<file path="src/rtl/romslot_pkg.sv">
package romslot_pkg;

    // widths of the bus words
    localparam int ADDR_W  = 16;
    localparam int PAGE_W  = 4;
    localparam int WORD_W  = 10;
    localparam int LO_W    = 8;
    localparam int HI_W    = WORD_W - LO_W;
    localparam int PULSE_W = 6;
    localparam int LEFT_W  = $clog2(WORD_W);

    typedef logic [PULSE_W-1:0] pulse_t;
    typedef logic [WORD_W-1:0]  word_t;

    // fixed positions inside the 56-pulse word cycle
    localparam pulse_t LAST_PULSE  = pulse_t'(55);
    localparam pulse_t PWR_PULSE   = pulse_t'(2);
    localparam pulse_t ADDR_FIRST  = pulse_t'(16);
    localparam pulse_t ADDR_LAST   = pulse_t'(31);
    localparam pulse_t FETCH_LO_AT = pulse_t'(33);
    localparam pulse_t FETCH_HI_AT = pulse_t'(34);
    localparam pulse_t TX_ARM_AT   = pulse_t'(45);

    typedef enum logic [1:0] {
        MODE_IDLE = 2'd0,
        MODE_SEEK = 2'd1,
        MODE_RUN  = 2'd2
    } mode_e;

    typedef struct packed {
        logic a;
        logic b;
        logic frm;
    } prev_t;

    typedef struct packed {
        mode_e  mode;
        pulse_t pulse;
    } seq_t;

    typedef struct packed {
        logic [LO_W-1:0] lo;
        logic [HI_W-1:0] hi;
    } fetch_t;

    typedef struct packed {
        logic              active;
        word_t             shreg;
        logic [LEFT_W-1:0] left;
    } tx_t;

endpackage

</file>
<file path="src/rtl/romslot_edges.sv">
module romslot_edges
    import romslot_pkg::*;
(
    input  logic clk,
    input  logic rst_n,
    input  logic ph_a,
    input  logic ph_b,
    input  logic frame,
    output logic a_rise,
    output logic b_rise,
    output logic b_fall,
    output logic frame_fall
);

    prev_t prev_d, prev_q;

    always_comb begin
        prev_d.a   = ph_a;
        prev_d.b   = ph_b;
        prev_d.frm = frame;
        a_rise     = ph_a & ~prev_q.a;
        b_rise     = ph_b & ~prev_q.b;
        b_fall     = ~ph_b & prev_q.b;
        frame_fall = ~frame & prev_q.frm;
    end

    always_ff @(posedge clk) begin
        if (!rst_n) prev_q <= '0;
        else        prev_q <= prev_d;
    end

endmodule

</file>
<file path="src/rtl/romslot_seq.sv">
module romslot_seq
    import romslot_pkg::*;
(
    input  logic   clk,
    input  logic   rst_n,
    input  logic   b_rise,
    input  logic   b_fall,
    input  logic   frame_fall,
    input  logic   pwr_on,
    output logic   run,
    output pulse_t pulse
);

    seq_t seq_d, seq_q;

    always_comb begin
        seq_d = seq_q;
        unique case (seq_q.mode)
            MODE_IDLE: begin
                if (pwr_on) seq_d.mode = MODE_SEEK;
            end
            MODE_SEEK: begin
                // the next phase-B pulse after the marker falls is pulse 0
                if (frame_fall) begin
                    seq_d.mode  = MODE_RUN;
                    seq_d.pulse = LAST_PULSE;
                end
            end
            MODE_RUN: begin
                if (frame_fall) begin
                    seq_d.pulse = LAST_PULSE;
                end else if (b_rise) begin
                    seq_d.pulse = (seq_q.pulse == LAST_PULSE) ? '0
                                                              : seq_q.pulse + pulse_t'(1);
                end
                if (b_fall && seq_q.pulse == PWR_PULSE && !pwr_on) begin
                    seq_d.mode  = MODE_IDLE;
                    seq_d.pulse = '0;
                end
            end
            default: begin
                seq_d.mode  = MODE_IDLE;
                seq_d.pulse = '0;
            end
        endcase
    end

    always_ff @(posedge clk) begin
        if (!rst_n) begin
            seq_q.mode  <= MODE_IDLE;
            seq_q.pulse <= '0;
        end else begin
            seq_q <= seq_d;
        end
    end

    assign run   = (seq_q.mode == MODE_RUN);
    assign pulse = seq_q.pulse;

endmodule

</file>
<file path="src/rtl/romslot_addr.sv">
module romslot_addr
    import romslot_pkg::*;
#(
    parameter logic [PAGE_W-1:0] BASE_PAGE = 4'h8,
    parameter int                OFS_W     = 6
) (
    input  logic             clk,
    input  logic             rst_n,
    input  logic             run,
    input  pulse_t           pulse,
    input  logic             a_rise,
    input  logic             line_in,
    output logic             hit,
    output logic [OFS_W-1:0] offset
);

    logic [ADDR_W-1:0] shreg_d, shreg_q;
    logic              in_window;

    always_comb begin
        in_window = (pulse >= ADDR_FIRST) && (pulse <= ADDR_LAST);
        shreg_d   = shreg_q;
        // least significant bit arrives first, so shift in from the top
        if (run && a_rise && in_window)
            shreg_d = {line_in, shreg_q[ADDR_W-1:1]};
    end

    always_ff @(posedge clk) begin
        if (!rst_n) shreg_q <= '0;
        else        shreg_q <= shreg_d;
    end

    assign hit    = (shreg_q[ADDR_W-1 -: PAGE_W] == BASE_PAGE);
    assign offset = shreg_q[OFS_W-1:0];

endmodule

</file>
<file path="src/rtl/romslot_rom.sv">
module romslot_rom
    import romslot_pkg::*;
#(
    parameter int                        ROM_WORDS = 64,
    parameter logic [ROM_WORDS*WORD_W-1:0] ROM_IMAGE = '0,
    localparam int                       OFS_W     = $clog2(ROM_WORDS)
) (
    input  logic             clk,
    input  logic             rst_n,
    input  logic             run,
    input  pulse_t           pulse,
    input  logic             b_fall,
    input  logic [OFS_W-1:0] offset,
    output word_t            data
);

    word_t  rom_words [ROM_WORDS];
    word_t  sel_word;
    fetch_t fetch_d, fetch_q;

    for (genvar g = 0; g < ROM_WORDS; g++) begin : g_unpack
        assign rom_words[g] = ROM_IMAGE[g*WORD_W +: WORD_W];
    end

    always_comb begin
        sel_word = rom_words[offset];
        fetch_d  = fetch_q;
        // two partial reads, both finished well before the reply window
        if (run && b_fall && pulse == FETCH_LO_AT)
            fetch_d.lo = sel_word[LO_W-1:0];
        if (run && b_fall && pulse == FETCH_HI_AT)
            fetch_d.hi = sel_word[WORD_W-1:LO_W];
    end

    always_ff @(posedge clk) begin
        if (!rst_n) fetch_q <= '0;
        else        fetch_q <= fetch_d;
    end

    assign data = {fetch_q.hi, fetch_q.lo};

endmodule

</file>
<file path="src/rtl/romslot_tx.sv">
module romslot_tx
    import romslot_pkg::*;
(
    input  logic   clk,
    input  logic   rst_n,
    input  logic   run,
    input  pulse_t pulse,
    input  logic   b_rise,
    input  logic   b_fall,
    input  logic   frame,
    input  logic   hit,
    input  word_t  data,
    output logic   line_out,
    output logic   line_oe
);

    tx_t tx_d, tx_q;

    always_comb begin
        tx_d = tx_q;
        if (!run) begin
            tx_d.active = 1'b0;
        end else if (!tx_q.active) begin
            if (b_rise && pulse == TX_ARM_AT && frame && hit) begin
                tx_d.active = 1'b1;
                tx_d.shreg  = data;
                tx_d.left   = LEFT_W'(WORD_W - 1);
            end
        end else if (b_fall) begin
            if (tx_q.left == '0) begin
                tx_d.active = 1'b0;
            end else begin
                tx_d.shreg = {1'b0, tx_q.shreg[WORD_W-1:1]};
                tx_d.left  = tx_q.left - LEFT_W'(1);
            end
        end
    end

    always_ff @(posedge clk) begin
        if (!rst_n) tx_q <= '0;
        else        tx_q <= tx_d;
    end

    assign line_oe  = tx_q.active;
    assign line_out = tx_q.active & tx_q.shreg[0];

endmodule

</file>
<file path="src/rtl/romslot_emu.sv">
module romslot_emu
    import romslot_pkg::*;
#(
    parameter logic [PAGE_W-1:0]           BASE_PAGE = 4'h8,
    parameter int                          ROM_WORDS = 64,
    parameter logic [ROM_WORDS*WORD_W-1:0] ROM_IMAGE = '0
) (
    input  logic clk,
    input  logic rst_n,
    input  logic ph_a,
    input  logic ph_b,
    input  logic frame,
    input  logic pwr_on,
    input  logic line_in,
    output logic line_out,
    output logic line_oe
);

    localparam int OFS_W = $clog2(ROM_WORDS);

    logic             a_rise, b_rise, b_fall, frame_fall;
    logic             run;
    pulse_t           pulse;
    logic             hit;
    logic [OFS_W-1:0] offset;
    word_t            data;

    romslot_edges u_edges (
        .clk        (clk),
        .rst_n      (rst_n),
        .ph_a       (ph_a),
        .ph_b       (ph_b),
        .frame      (frame),
        .a_rise     (a_rise),
        .b_rise     (b_rise),
        .b_fall     (b_fall),
        .frame_fall (frame_fall)
    );

    romslot_seq u_seq (
        .clk        (clk),
        .rst_n      (rst_n),
        .b_rise     (b_rise),
        .b_fall     (b_fall),
        .frame_fall (frame_fall),
        .pwr_on     (pwr_on),
        .run        (run),
        .pulse      (pulse)
    );

    romslot_addr #(
        .BASE_PAGE (BASE_PAGE),
        .OFS_W     (OFS_W)
    ) u_addr (
        .clk     (clk),
        .rst_n   (rst_n),
        .run     (run),
        .pulse   (pulse),
        .a_rise  (a_rise),
        .line_in (line_in),
        .hit     (hit),
        .offset  (offset)
    );

    romslot_rom #(
        .ROM_WORDS (ROM_WORDS),
        .ROM_IMAGE (ROM_IMAGE)
    ) u_rom (
        .clk    (clk),
        .rst_n  (rst_n),
        .run    (run),
        .pulse  (pulse),
        .b_fall (b_fall),
        .offset (offset),
        .data   (data)
    );

    romslot_tx u_tx (
        .clk      (clk),
        .rst_n    (rst_n),
        .run      (run),
        .pulse    (pulse),
        .b_rise   (b_rise),
        .b_fall   (b_fall),
        .frame    (frame),
        .hit      (hit),
        .data     (data),
        .line_out (line_out),
        .line_oe  (line_oe)
    );

endmodule

</file>
<file path="config.mk">
export PLATFORM = sky130hd
export DESIGN_NAME = romslot_emu
export DESIGN_NICKNAME = d
export VERILOG_FILES = /design/src/rtl/romslot_pkg.sv /design/src/rtl/romslot_edges.sv /design/src/rtl/romslot_seq.sv /design/src/rtl/romslot_addr.sv /design/src/rtl/romslot_rom.sv /design/src/rtl/romslot_tx.sv /design/src/rtl/romslot_emu.sv
export SDC_FILE = /design/constraint.sdc
export NUM_CORES = 1
export LEC_CHECK = 0
export ABC_AREA = 1
export BUFFER_PORTS_ARGS = -buffer_cell sky130_fd_sc_hd__buf_2
export CORE_AREA = 2 2 71 73
export CTS_BUF_LIST = sky130_fd_sc_hd__clkbuf_16
export CTS_CLUSTER_DIAMETER = 50
export DETAILED_ROUTE_END_ITERATION = 6
export DIE_AREA = 0 0 73 75
export GPL_TIMING_DRIVEN = 0
export SLEW_MARGIN = 25
export SYNTH_ARGS = -nofsm -noshare
export SYNTH_HDL_FRONTEND = slang
export SYNTH_SLANG_ARGS = --single-unit
</file>
<file path="constraint.sdc">
create_clock -name clk -period 1.8 [get_ports clk]
set_input_delay 0.18 -clock clk [delete_from_list [all_inputs] [get_ports clk]]
set_output_delay 0.18 -clock clk [all_outputs]
set_load 0.01 [all_outputs]
</file>
# Yosys cells after proc, flatten, opt, wreduce, memory -nomap -nowiden
# Memories as Yosys holds them, arrays and structs flattened.
# Cells that the tools add are included.
[op_classes]
addsub = 2
n_lt_le_gt_ge = 3
eq_ne = 14
mux = 15
bitwise = 11
reduce_logical = 19
[op_table]
columns = ["cell", "n"]
rows = [
  ["2-to-1 mux 15 bit", 3],
  ["== test 6 bit, second input constant", 4],
  ["2-to-1 mux 10 bit", 2],
  ["2-to-1 mux 6 bit", 3],
  ["one-hot mux 6 bit (3 select lines)", 1],
  ["2-to-1 mux 8 bit", 2],
  ["2-to-1 mux 14 bit", 1],
  ["logical AND 1 bit", 11],
  ["inequality test 2 bit, second input constant", 5],
  ["greater-or-equal comparator 7 bit, second input constant", 1],
  ["NOT 6 -> 7 bit", 1],
  ["adder 6 x 1 -> 6 bit, second input constant", 1],
  ["== test 6 x 2 -> 1 bit, second input constant", 1],
  ["greater-or-equal comparator 6 x 5 -> 1 bit, second input constant", 1],
  ["<= comparator 6 x 5 -> 1 bit, second input constant", 1],
  ["one-hot mux 2 bit (3 select lines)", 1],
  ["AND reduction 3 bit", 2],
  ["AND 1 bit", 5],
  ["NOT 1 bit", 5],
  ["== test 4 bit, second input constant", 1],
  ["logical NOT 4 bit", 1],
  ["inequality test 4 x 3 -> 1 bit, second input constant", 1],
  ["AND reduction 4 bit", 1],
  ["subtractor 4 x 1 -> 4 bit, second input constant", 1],
  ["8 further kinds", 8],
]
[word_totals]
regBits = 52
romBits = 640
input_bits = 7
out_inout_bits = 2
elab_cells = 76
mem_count = 1
[memory_table]
columns = ["memory", "depth", "width", "read_ports", "rd_clocked_by_memory_dff", "wr", "line_no", "rtl"]
rows = [
  ["(name not given)", 64, 10, 1, 0, 0, "romslot_rom.sv:26", "sel_word = rom_words[offset];"],
]

# Longest topological paths before layout
# Gate-level depths: netlist of run 1.
[depth]
ltp_word = 7
depth_mapped = 11
ltp_nobuf = 11

# Cells and area by module
# A second synthesis of run 1 with hierarchy kept.
[unflattened]
cells_unflattened = 384
hier_area_um2 = 2548.7
[by_module_without_submodules]
columns = ["module", "instances", "cells_each", "area_each_um2", "seq_area_each_um2"]
rows = [
  ["romslot_tx", 1, 143, 935.9, 300.3],
  ["romslot_addr", 1, 115, 773.2, 320.3],
  ["romslot_seq", 1, 98, 645.6, 160.2],
  ["romslot_edges", 1, 17, 115.1, 60.1],
  ["romslot_rom", 1, 11, 78.8, 0.0],
]

# Worst setup path before layout of run 1
# No wires, ideal clock.
[synth_timing]
path_type = "register to register"
start = "reg u_seq.seq_q[6] in the netlist's numbering"
end = "reg u_tx.tx_q[2] in the netlist's numbering"
setup_time_ns = 0.142
arrival_ns = 1.225
t_required_ns = 1.658
path_slack_ns = 0.433
path_stages_with_launch = 9
path_buffers = 1
period_less_slack_ns = 1.367
cell_sequence = "dfxtp_1 -> inv_1 -> ha_1 -> inv_1 -> nor2_2 -> nand2_4 -> buf_12 -> nand2_2 -> a21oi_2"
[synth_between]
elab_chain_cells = 2
[synth_rtl]
columns = ["item", "line_no", "rtl"]
rows = [
  ["from (decl)", "romslot_seq.sv:14", "seq_t seq_d, seq_q;"],
  ["from (signal assigned)", "romslot_seq.sv:53", "seq_q <= seq_d;"],
  ["== test 2 bit", "romslot_seq.sv:57", "assign run = (seq_q.mode == MODE_RUN);"],
  ["AND reduction 4 bit (no line)", "--", ""],
  ["to (signal assigned)", "romslot_tx.sv:41", "else tx_q <= tx_d;"],
  ["to (decl)", "romslot_tx.sv:17", "tx_t tx_d, tx_q;"],
]
# No other way between the ends.
# A chain may end at the register's enable or synchronous reset.

# Final worst setup path of run 1
[layout_timing]
start = "reg u_seq.seq_q[6] in the netlist's numbering"
end = "reg u_tx.tx_q[0] in the netlist's numbering"
# Same word-level chain as after synthesis.

==> reports/summary.txt, run 1 <==
Sequential cell area: 580.6 um2
Layout Area Growth over Synthesis: 15.35%
Avg Cell Area, Syn: 7.329 um2
Initial DRC Count: 35
post-route cell area: 1843 um2
Die W: 73 um
Mapped Cells: 218
Yosys cell types: 32
cts hold-fix bufs: 0
Slew @ Worst Pin: 675.7 ps
Filler cells: 470
reg2reg setup slack: 240 ps
Setup crit start kind: flip-flop
DP Area: 1705 um2
TritonCTS clock tree: built
Final Routed Wirelength: 3201 um
Worst path most repeated cell: inv_1
P_leak: 0.0007992 uW
fin crit period: 1563 ps
CP required: 1930 ps
max frequency: 639.8 MHz
All-Layer GR Usage: 13.42%
Synth Register Bits: 29
Remaining Overflow, GRT: 0
mapped cell area: 1598 um2
port buffer count: 8
Clock Tree Buf Depth: 2
Final ANT Viol Nets: 0
RSZ-0062 raised after global routing: false
Yosys warning count: 0
share of cells above drive strength 1: 22.65%
Die Y: 75 um
Clk Latency, worst-skew pair: 270 ps
DRC viols: 0
Final HPWL DP: 2287 um
clock tree root buffer cell: clkbuf_16
Core ar.: 4661 um2
Max stage delay on crit path: 310 ps
critical path class: reg -> reg
worst min path class: in -> reg
met2 wire length: 1449 um
first-pass GRT wire length: 5568 um
Max-cap violations: 0
starting density of the core: 34.28%
met1 WL: 1581 um
pwr dens: 1089 nW/um2
WL met3: 116 um
status: complete, no violations
Crit Path Max Fanout: 10
Via density: 4.625
CTS resizes: 0
WL/cell: 11.11 um
CTS HTree Levels: 2
drt first pass iters: 4
Setup violations, final: 0
largest net degree at the start of global routing: 11
crit path capture type: flip-flop
area of the multi-input gates: 869.6 um2
Max VDD drop: 0.4082 mV
CP max stage cell: dfxtp_1
CTS Buf Count: 5
Hold Path Stages: 3
Clock transition at path regs: 50 ps
postcts setup bufs: 0
pins over their slew limit: 0
commonest non-fill, non-tap cell in the layout: nand2_1
Seq/Total Area, Yosys: 36.34%
uppermost layer routed: met4
critical path cell sequence: inv_1 -> ha_1 -> inv_1 -> nor2_2 -> nand2_4 -> buf_12 -> nand2_2 -> a21oi_2
post-route setup TNS: 0 ps
Clock Sinks: 29
initial antenna violation count: 0
# IOs: 9
fin crit share: 86.83%
worst r2r path cells: 8
worst rel slew slack: 54.95%
vias in the first global route: 1223
Hold Violations, Final: 0
Worst Skew: 6.153 ps
ANT cells: 0
nets: 248
most frequent cells in the layout: nand2_1 (52), dfxtp_1 (29), inv_1 (22)
die area: 5475 um2
via count: 1332
post-synthesis net count: 233
Worst EP arrival: 1690 ps
row count: 25
Final GP Congestion: 0.7863
==> state kept, by name, summed over array words and instances (netlist names) <==
name / cells
u_tx.tx_q: 13
u_tx.line_oe: 1
u_edges.prev_q: 3
u_seq.pulse: 6
u_addr.shreg_q: 4
u_seq.seq_q: 2
==> metrics by stage <==
step / utilization (%) / std cells / total power, uW / hold slack (ps) / setup slack [ps]
finish: 39.54 / 288 / 2006 / 103.2 / 237.1
global route: 39.54 / 288 / 2133 / 116.7 / 60.45
CTS: 39.54 / 288 / 2025 / 100.6 / 229.3
detailed placement: 36.59 / 280 / 1240 / 381.5 / 252.0
global placement: 36.59 / 280 / 1240 / 376.1 / 253.5
floorplan: - / 218 / 1132 / 273.5 / 433.3
==> routing by layer <==
| layer | vias up | global-route usage (%) |
|---|---|---|
| met1 | 582 | 17.43 |
| met3 | 5 | 4.016 |
| met5 | - | 0 |
| li1 | 728 | - |
| met4 | 0 | 6.790 |
| met2 | 17 | 20.22 |
==> area by class of cell <==
type,instances,area share (%)
multi-input combinational,154,47.18
sequential,29,31.50
clock buffer,5,6.789
inverter,32,6.517
tap,54,3.666
timing repair buffer,8,2.172
buffer,3,1.494
clock inverter,3,0.6789
==> critical path, delay by kind of cell, from the launching register on <==
kind	cells	cell delay [ps]
AND/OR/NAND/NOR	3	410
flip-flops	1	310
AO/OA/AOI/OAI	1	40
buffers and inverters	3	340
adder cells (fa/ha/maj)	1	310
==> worst paths after layout <==
path                                          end            from
worst max-delay path                 u_tx.tx_q[0]  u_seq.seq_q[6]
worst min-delay path            u_edges.prev_q[2]            ph_a
worst max register to register       u_tx.tx_q[0]  u_seq.seq_q[6]
worst min register to register      u_tx.tx_q[10]   u_tx.tx_q[10]
==> cell families after synthesis <==
family	synth area share [%]
adder cells (fa/ha/maj)	6.265
AND/OR/NAND/NOR	30.93
XOR/XNOR	0.5483
buffers and inverters	9.241
flip-flops	36.34
AO/OA/AOI/OAI	16.68
==> cell usage after synthesis (all sizes together) <==
| master | instances | area share (%) |
|---|---|---|
| dfxtp | 29 | 36 |
| clkbuf | 2 | 0.47 |
| a21boi | 1 | 0.47 |
| or2 | 2 | 0.78 |
| o21bai | 2 | 0.94 |
| nor3 | 3 | 1.3 |
| nand4 | 3 | 1.6 |
| xor2 | 1 | 0.55 |
| o21ai | 11 | 3.4 |
| nand3 | 13 | 4.4 |
| nor2 | 18 | 5.0 |
| a21oi | 24 | 9.9 |
| a22oi | 1 | 0.47 |
| clkinv | 2 | 0.47 |
| o2111ai | 1 | 0.55 |
| buf | 1 | 1.3 |
| ha | 8 | 6.3 |
| and3 | 1 | 0.39 |
| inv | 30 | 7.0 |
| nand2 | 64 | 18 |
| a21o | 1 | 0.94 |
==> power breakdown <==
group	internal (uW)	switching, uW	leakage [uW]
Combinational	173	338	0.000496
Clock	498	278	0.0000687
Sequential	683	35.8	0.000235
Total	1350	652	0.000799
Note: power is estimated with default switching activity, not from simulation.
==> run 2, diff against run 1 <==
Settings changed: PLACE_DENSITY set to 0.5.
==> reports/summary.txt, run 2 (synthesis results as in run 1) <==
placed cells: 280
switching pwr: 650.0 uW
commonest non-fill, non-tap cell in the layout: nand2_1
Remaining Overflow, GRT: 0
share of cells above drive strength 1: 22.32%
most frequent cells in the layout: nand2_1 (52), dfxtp_1 (29), inv_1 (23)
status: complete, no violations
clock tree root buffer cell: clkbuf_16
Final HPWL DP: 2385 um
max frequency: 638.1 MHz
CP delay by family, top: simple AND/OR/NAND/NOR gates
post-route setup TNS: 0 ps
pins over their slew limit: 0
row count: 25
ANT cells: 0
area of the multi-input gates: 869.6 um2
first-pass GRT wire length: 5637 um
Via density: 4.641
cts hold-fix bufs: 0
CP required: 1930 ps
vias in the first global route: 1274
Worst path most repeated cell: inv_1
Die Y: 75 um
die area: 5475 um2
Initial DRC Count: 78
pwr dens: 1088 nW/um2
Sequential cell area: 580.6 um2
port buffer count: 8
Max stage delay on crit path: 310 ps
Largest regs: u_tx.tx_q: 13 flops, u_seq.pulse: 6 flops, u_addr.shreg_q: 4 flops
fin crit period: 1567 ps
Clock Sinks: 29
Biggest register: u_tx.tx_q
P_int: 1350 uW
Clock transition at path regs: 50 ps
Worst EP arrival: 1700 ps
RSZ-0062 raised after global routing: false
Final ANT Viol Nets: 0
Flop pwr share: 36.0%
Filler cells: 492
worst rel slew slack: 54.57%
Clk Latency, worst-skew pair: 270 ps
Max VDD drop: 0.4051 mV
fin crit share: 87.06%
Setup crit start kind: flip-flop
utilization after layout: 39.44%
critical path class: reg -> reg
reg2reg setup slack: 230 ps
CTS Buf Count: 5
# IOs: 9
CTS resizes: 0
P_leak: 0.0007991 uW
Layout Area Growth over Synthesis: 15.04%
Setup violations, final: 0
DRC viols: 0
Core ar.: 4661 um2
Final Routed Wirelength: 3225 um
WL/cell: 11.24 um
drt first pass iters: 4
CP max stage cell: dfxtp_1
Worst Skew: 3.494 ps
Crit Path Max Fanout: 10
Clock Tree Buf Depth: 2
initial antenna violation count: 0
critical path cell sequence: inv_1 -> ha_1 -> inv_1 -> nor2_2 -> nand2_4 -> buf_12 -> nand2_2 -> a21oi_2
Sw Share: 32.51%
Hold Violations, Final: 0
Max-cap violations: 0
crit path capture type: flip-flop
TritonCTS clock tree: built
nets: 248
via count: 1332
CTS HTree Levels: 2
clock share of power: 38.3%
Largest register FFs: 13
Final GP Congestion: 0.7813
postcts setup bufs: 0
largest net degree at the start of global routing: 11
hold slack final: 105.1 ps
Die W: 73 um
buffer and inverter count on the worst path: 3
fin cells: 287
Slew @ Worst Pin: 681.5 ps
Comb power frac: 25.7%
starting density of the core: 34.28%
worst min path class: in -> reg
All-Layer GR Usage: 13.48%
## run 2: per-layer routing
metal / wire length (um) / up-vias / part of all wire [%] / GRT usage, %
met2: 1374 / 21 / 43 / 19.72
met3: 129 / 5 / 4.0 / 4.418
li1: - / 727 / - / -
met4: 48 / 0 / 1.5 / 5.761
met1: 1672 / 579 / 52 / 18.17
met5: 0 / - / 0 / 0
## run 2: worst register-to-register path, cell delays in order (launching register included)
cell and delay (ps):
dfxtp_1 310, inv_1 120, ha_1 310, inv_1 80
nor2_2 260, nand2_4 90, buf_12 150, nand2_2 60
a21oi_2 40
## run 2: area by class of cell
type / count / area share [%]
buffer: 3 / 1.498
clock buffer: 5 / 6.807
clock inverter: 2 / 0.4084
inverter: 32 / 6.535
multi-input combinational: 154 / 47.31
sequential: 29 / 31.59
tap: 54 / 3.676
timing repair buffer: 8 / 2.178
## run 2: stage by stage
| stage | instance area, um2 | worst slack, ps | power [uW] |
|---|---|---|---|
| finish | 1838 | 233.0 | 2000 |
| detailed placement | 1705 | 202.9 | 1248 |
| global route | 1838 | 73.67 | 2124 |
| global placement | 1705 | 218.4 | 1253 |
| CTS | 1838 | 190.6 | 2020 |
| floorplan | 1598 | 433.3 | 1132 |
## run 2: power by group through the flow
stage,clock (uW),sequential (uW),combinational [uW]
after detailed placement,0,732,516
final,766,720,514
after global placement,0,732,522
after floorplan,0,722,409
after CTS,782,719,519
after global routing,814,725,585
## run 2: path summary, 6_finish.rpt
kind	depth (start not counted)	to	startpoint
max	8	u_tx.tx_q[1]	u_seq.seq_q[6]
min	3	u_edges.prev_q[2]	ph_a
max reg2reg	8	u_tx.tx_q[1]	u_seq.seq_q[6]
min reg2reg	2	u_tx.tx_q[12]	u_tx.tx_q[12]
==> run 3, diff against run 2 <==
Settings changed: CTS_BUF_LIST sky130_fd_sc_hd__clkbuf_16 to unset, TNS_END_PERCENT set to 1.
==> reports/summary.txt, run 3 (synthesis results as in run 1) <==
status: complete, no violations
Remaining Overflow, GRT: 0
Clock Sinks: 29
Setup crit start kind: flip-flop
pwr dens: 993.6 nW/um2
Clk Latency, worst-skew pair: 280 ps
area of the multi-input gates: 869.6 um2
Die Y: 75 um
starting density of the core: 34.28%
Hold Violations, Final: 0
commonest non-fill, non-tap cell in the layout: nand2_1
critical path class: reg -> reg
port buffer count: 8
Crit Path Max Fanout: 10
switching pwr: 622.0 uW
Flop pwr share: 40.3%
reg2reg setup slack: 230 ps
DRC viols: 0
CTS resizes: 0
# IOs: 9
hold slack final: 100.5 ps
drt first pass iters: 4
most frequent cells in the layout: nand2_1 (52), dfxtp_1 (29), inv_1 (22)
ANT cells: 0
Max-cap violations: 0
vias in the first global route: 1249
TritonCTS clock tree: built
Hold Path Origin: ph_a
crit path capture type: flip-flop
worst rel slew slack: 53.69%
P_int: 1158 uW
row count: 25
clock share of power: 30.7%
Final GP Congestion: 0.7813
Clock Tree Buf Depth: 2
CTS Buf Count: 5
Filler cells: 491
CP Launch Point: u_seq.seq_q[6]
Largest register FFs: 13
fin crit share: 87.07%
Sequential cell area: 580.6 um2
Clock transition at path regs: 60 ps
CP required: 1940 ps
via count: 1335
Largest regs: u_tx.tx_q: 13 flops, u_seq.pulse: 6 flops, u_addr.shreg_q: 4 flops
Final HPWL DP: 2385 um
Sw Share: 34.94%
Biggest register: u_tx.tx_q
RSZ-0062 raised after global routing: false
Die W: 73 um
share of cells above drive strength 1: 22.75%
largest net degree at the start of global routing: 11
post-route setup TNS: 0 ps
clock tree root buffer cell: clkbuf_8
Comb power frac: 29.0%
first-pass GRT wire length: 5568 um
Layout Area Growth over Synthesis: 12.14%
initial antenna violation count: 0
Worst Skew: 5.666 ps
worst r2r path cells: 8
Max VDD drop: 0.4765 mV
pre-CTS setup slack: 202.9 ps
pins over their slew limit: 0
die area: 5475 um2
Hold Path Stages: 3
nets: 248
Core ar.: 4661 um2
fin crit period: 1567 ps
WL/cell: 11.24 um
fin cells: 287
CTS HTree Levels: 2
postcts setup bufs: 0
Worst EP arrival: 1700 ps
Initial DRC Count: 52
Via density: 4.652
placed cells: 280
Reg-to-Reg End: u_tx.tx_q[9]
Final ANT Viol Nets: 0
P_leak: 0.0007749 uW
cts hold-fix bufs: 0
All-Layer GR Usage: 13.23%
Setup violations, final: 0
Hold EP: u_edges.prev_q[2]
Slew @ Worst Pin: 694.6 ps
worst min path class: in -> reg
Final WS setup: 232.7 ps
Design Power: 1780 uW
max frequency: 638.0 MHz
RR Startpoint: u_seq.seq_q[6]
Final Routed Wirelength: 3227 um
run 3: cell types whose count changed in the layout (fill, tap and decap cells not counted):
cell	previous run	this run
clkbuf_8	0	6
clkbuf_16	5	0
clkbuf_1	2	3
clkinv_1	3	2
inv_1	23	22
run 3: cell type report:
type,instances,share of cell area [%]
Timing Repair Buffer,8,2.235
Sequential cell,29,32.40
Clock buffer,7,4.818
Tap cell,54,3.771
Buffer,3,1.536
Multi-Input combinational cell,154,48.53
Inverter,32,6.704
run 3: per-layer routing:
layer	track usage (%)	routed length, um	vias up
met1	18.09	1684	583
met5	0	0	-
li1	-	-	723
met4	4.527	6	0
met3	4.819	135	2
met2	19.22	1400	27
run 3: worst max-delay path: stages (launching register included):
cell and delay [ps]:
dfxtp_1 310, inv_1 120, ha_1 310, inv_1 80, nor2_2 260, nand2_4 90, buf_12 150, nand2_2 60
a21oi_2 40
run 3: stage by stage:
step	util, %	cell area, um2
floorplan	-	1598
detailed placement	36.59	1705
finish	38.44	1792
CTS	38.44	1792
global placement	36.59	1705
global route	38.44	1792
run 3: worst max-delay path by stage:
stage | end | slack (ps) | cells after the start
6_report | u_tx.tx_q[9] | 230 | 8
5_1_grt | u_tx.tx_q[10] | 70 | 7
4_1_cts | u_tx.tx_q[9] | 190 | 8
3_5_place_dp | u_tx.tx_q[9] | 200 | 8
3_3_place_gp | u_tx.tx_q[8] | 220 | 8
2_1_floorplan | u_tx.tx_q[2] | 430 | 8
run 3: power by group through the flow:
stage	logic (uW)	clock network, uW	registers, uW
floorplan	409	0	722
global placement	522	0	732
detailed placement	516	0	732
CTS	520	565	718
global route	584	590	725
finish	516	546	718
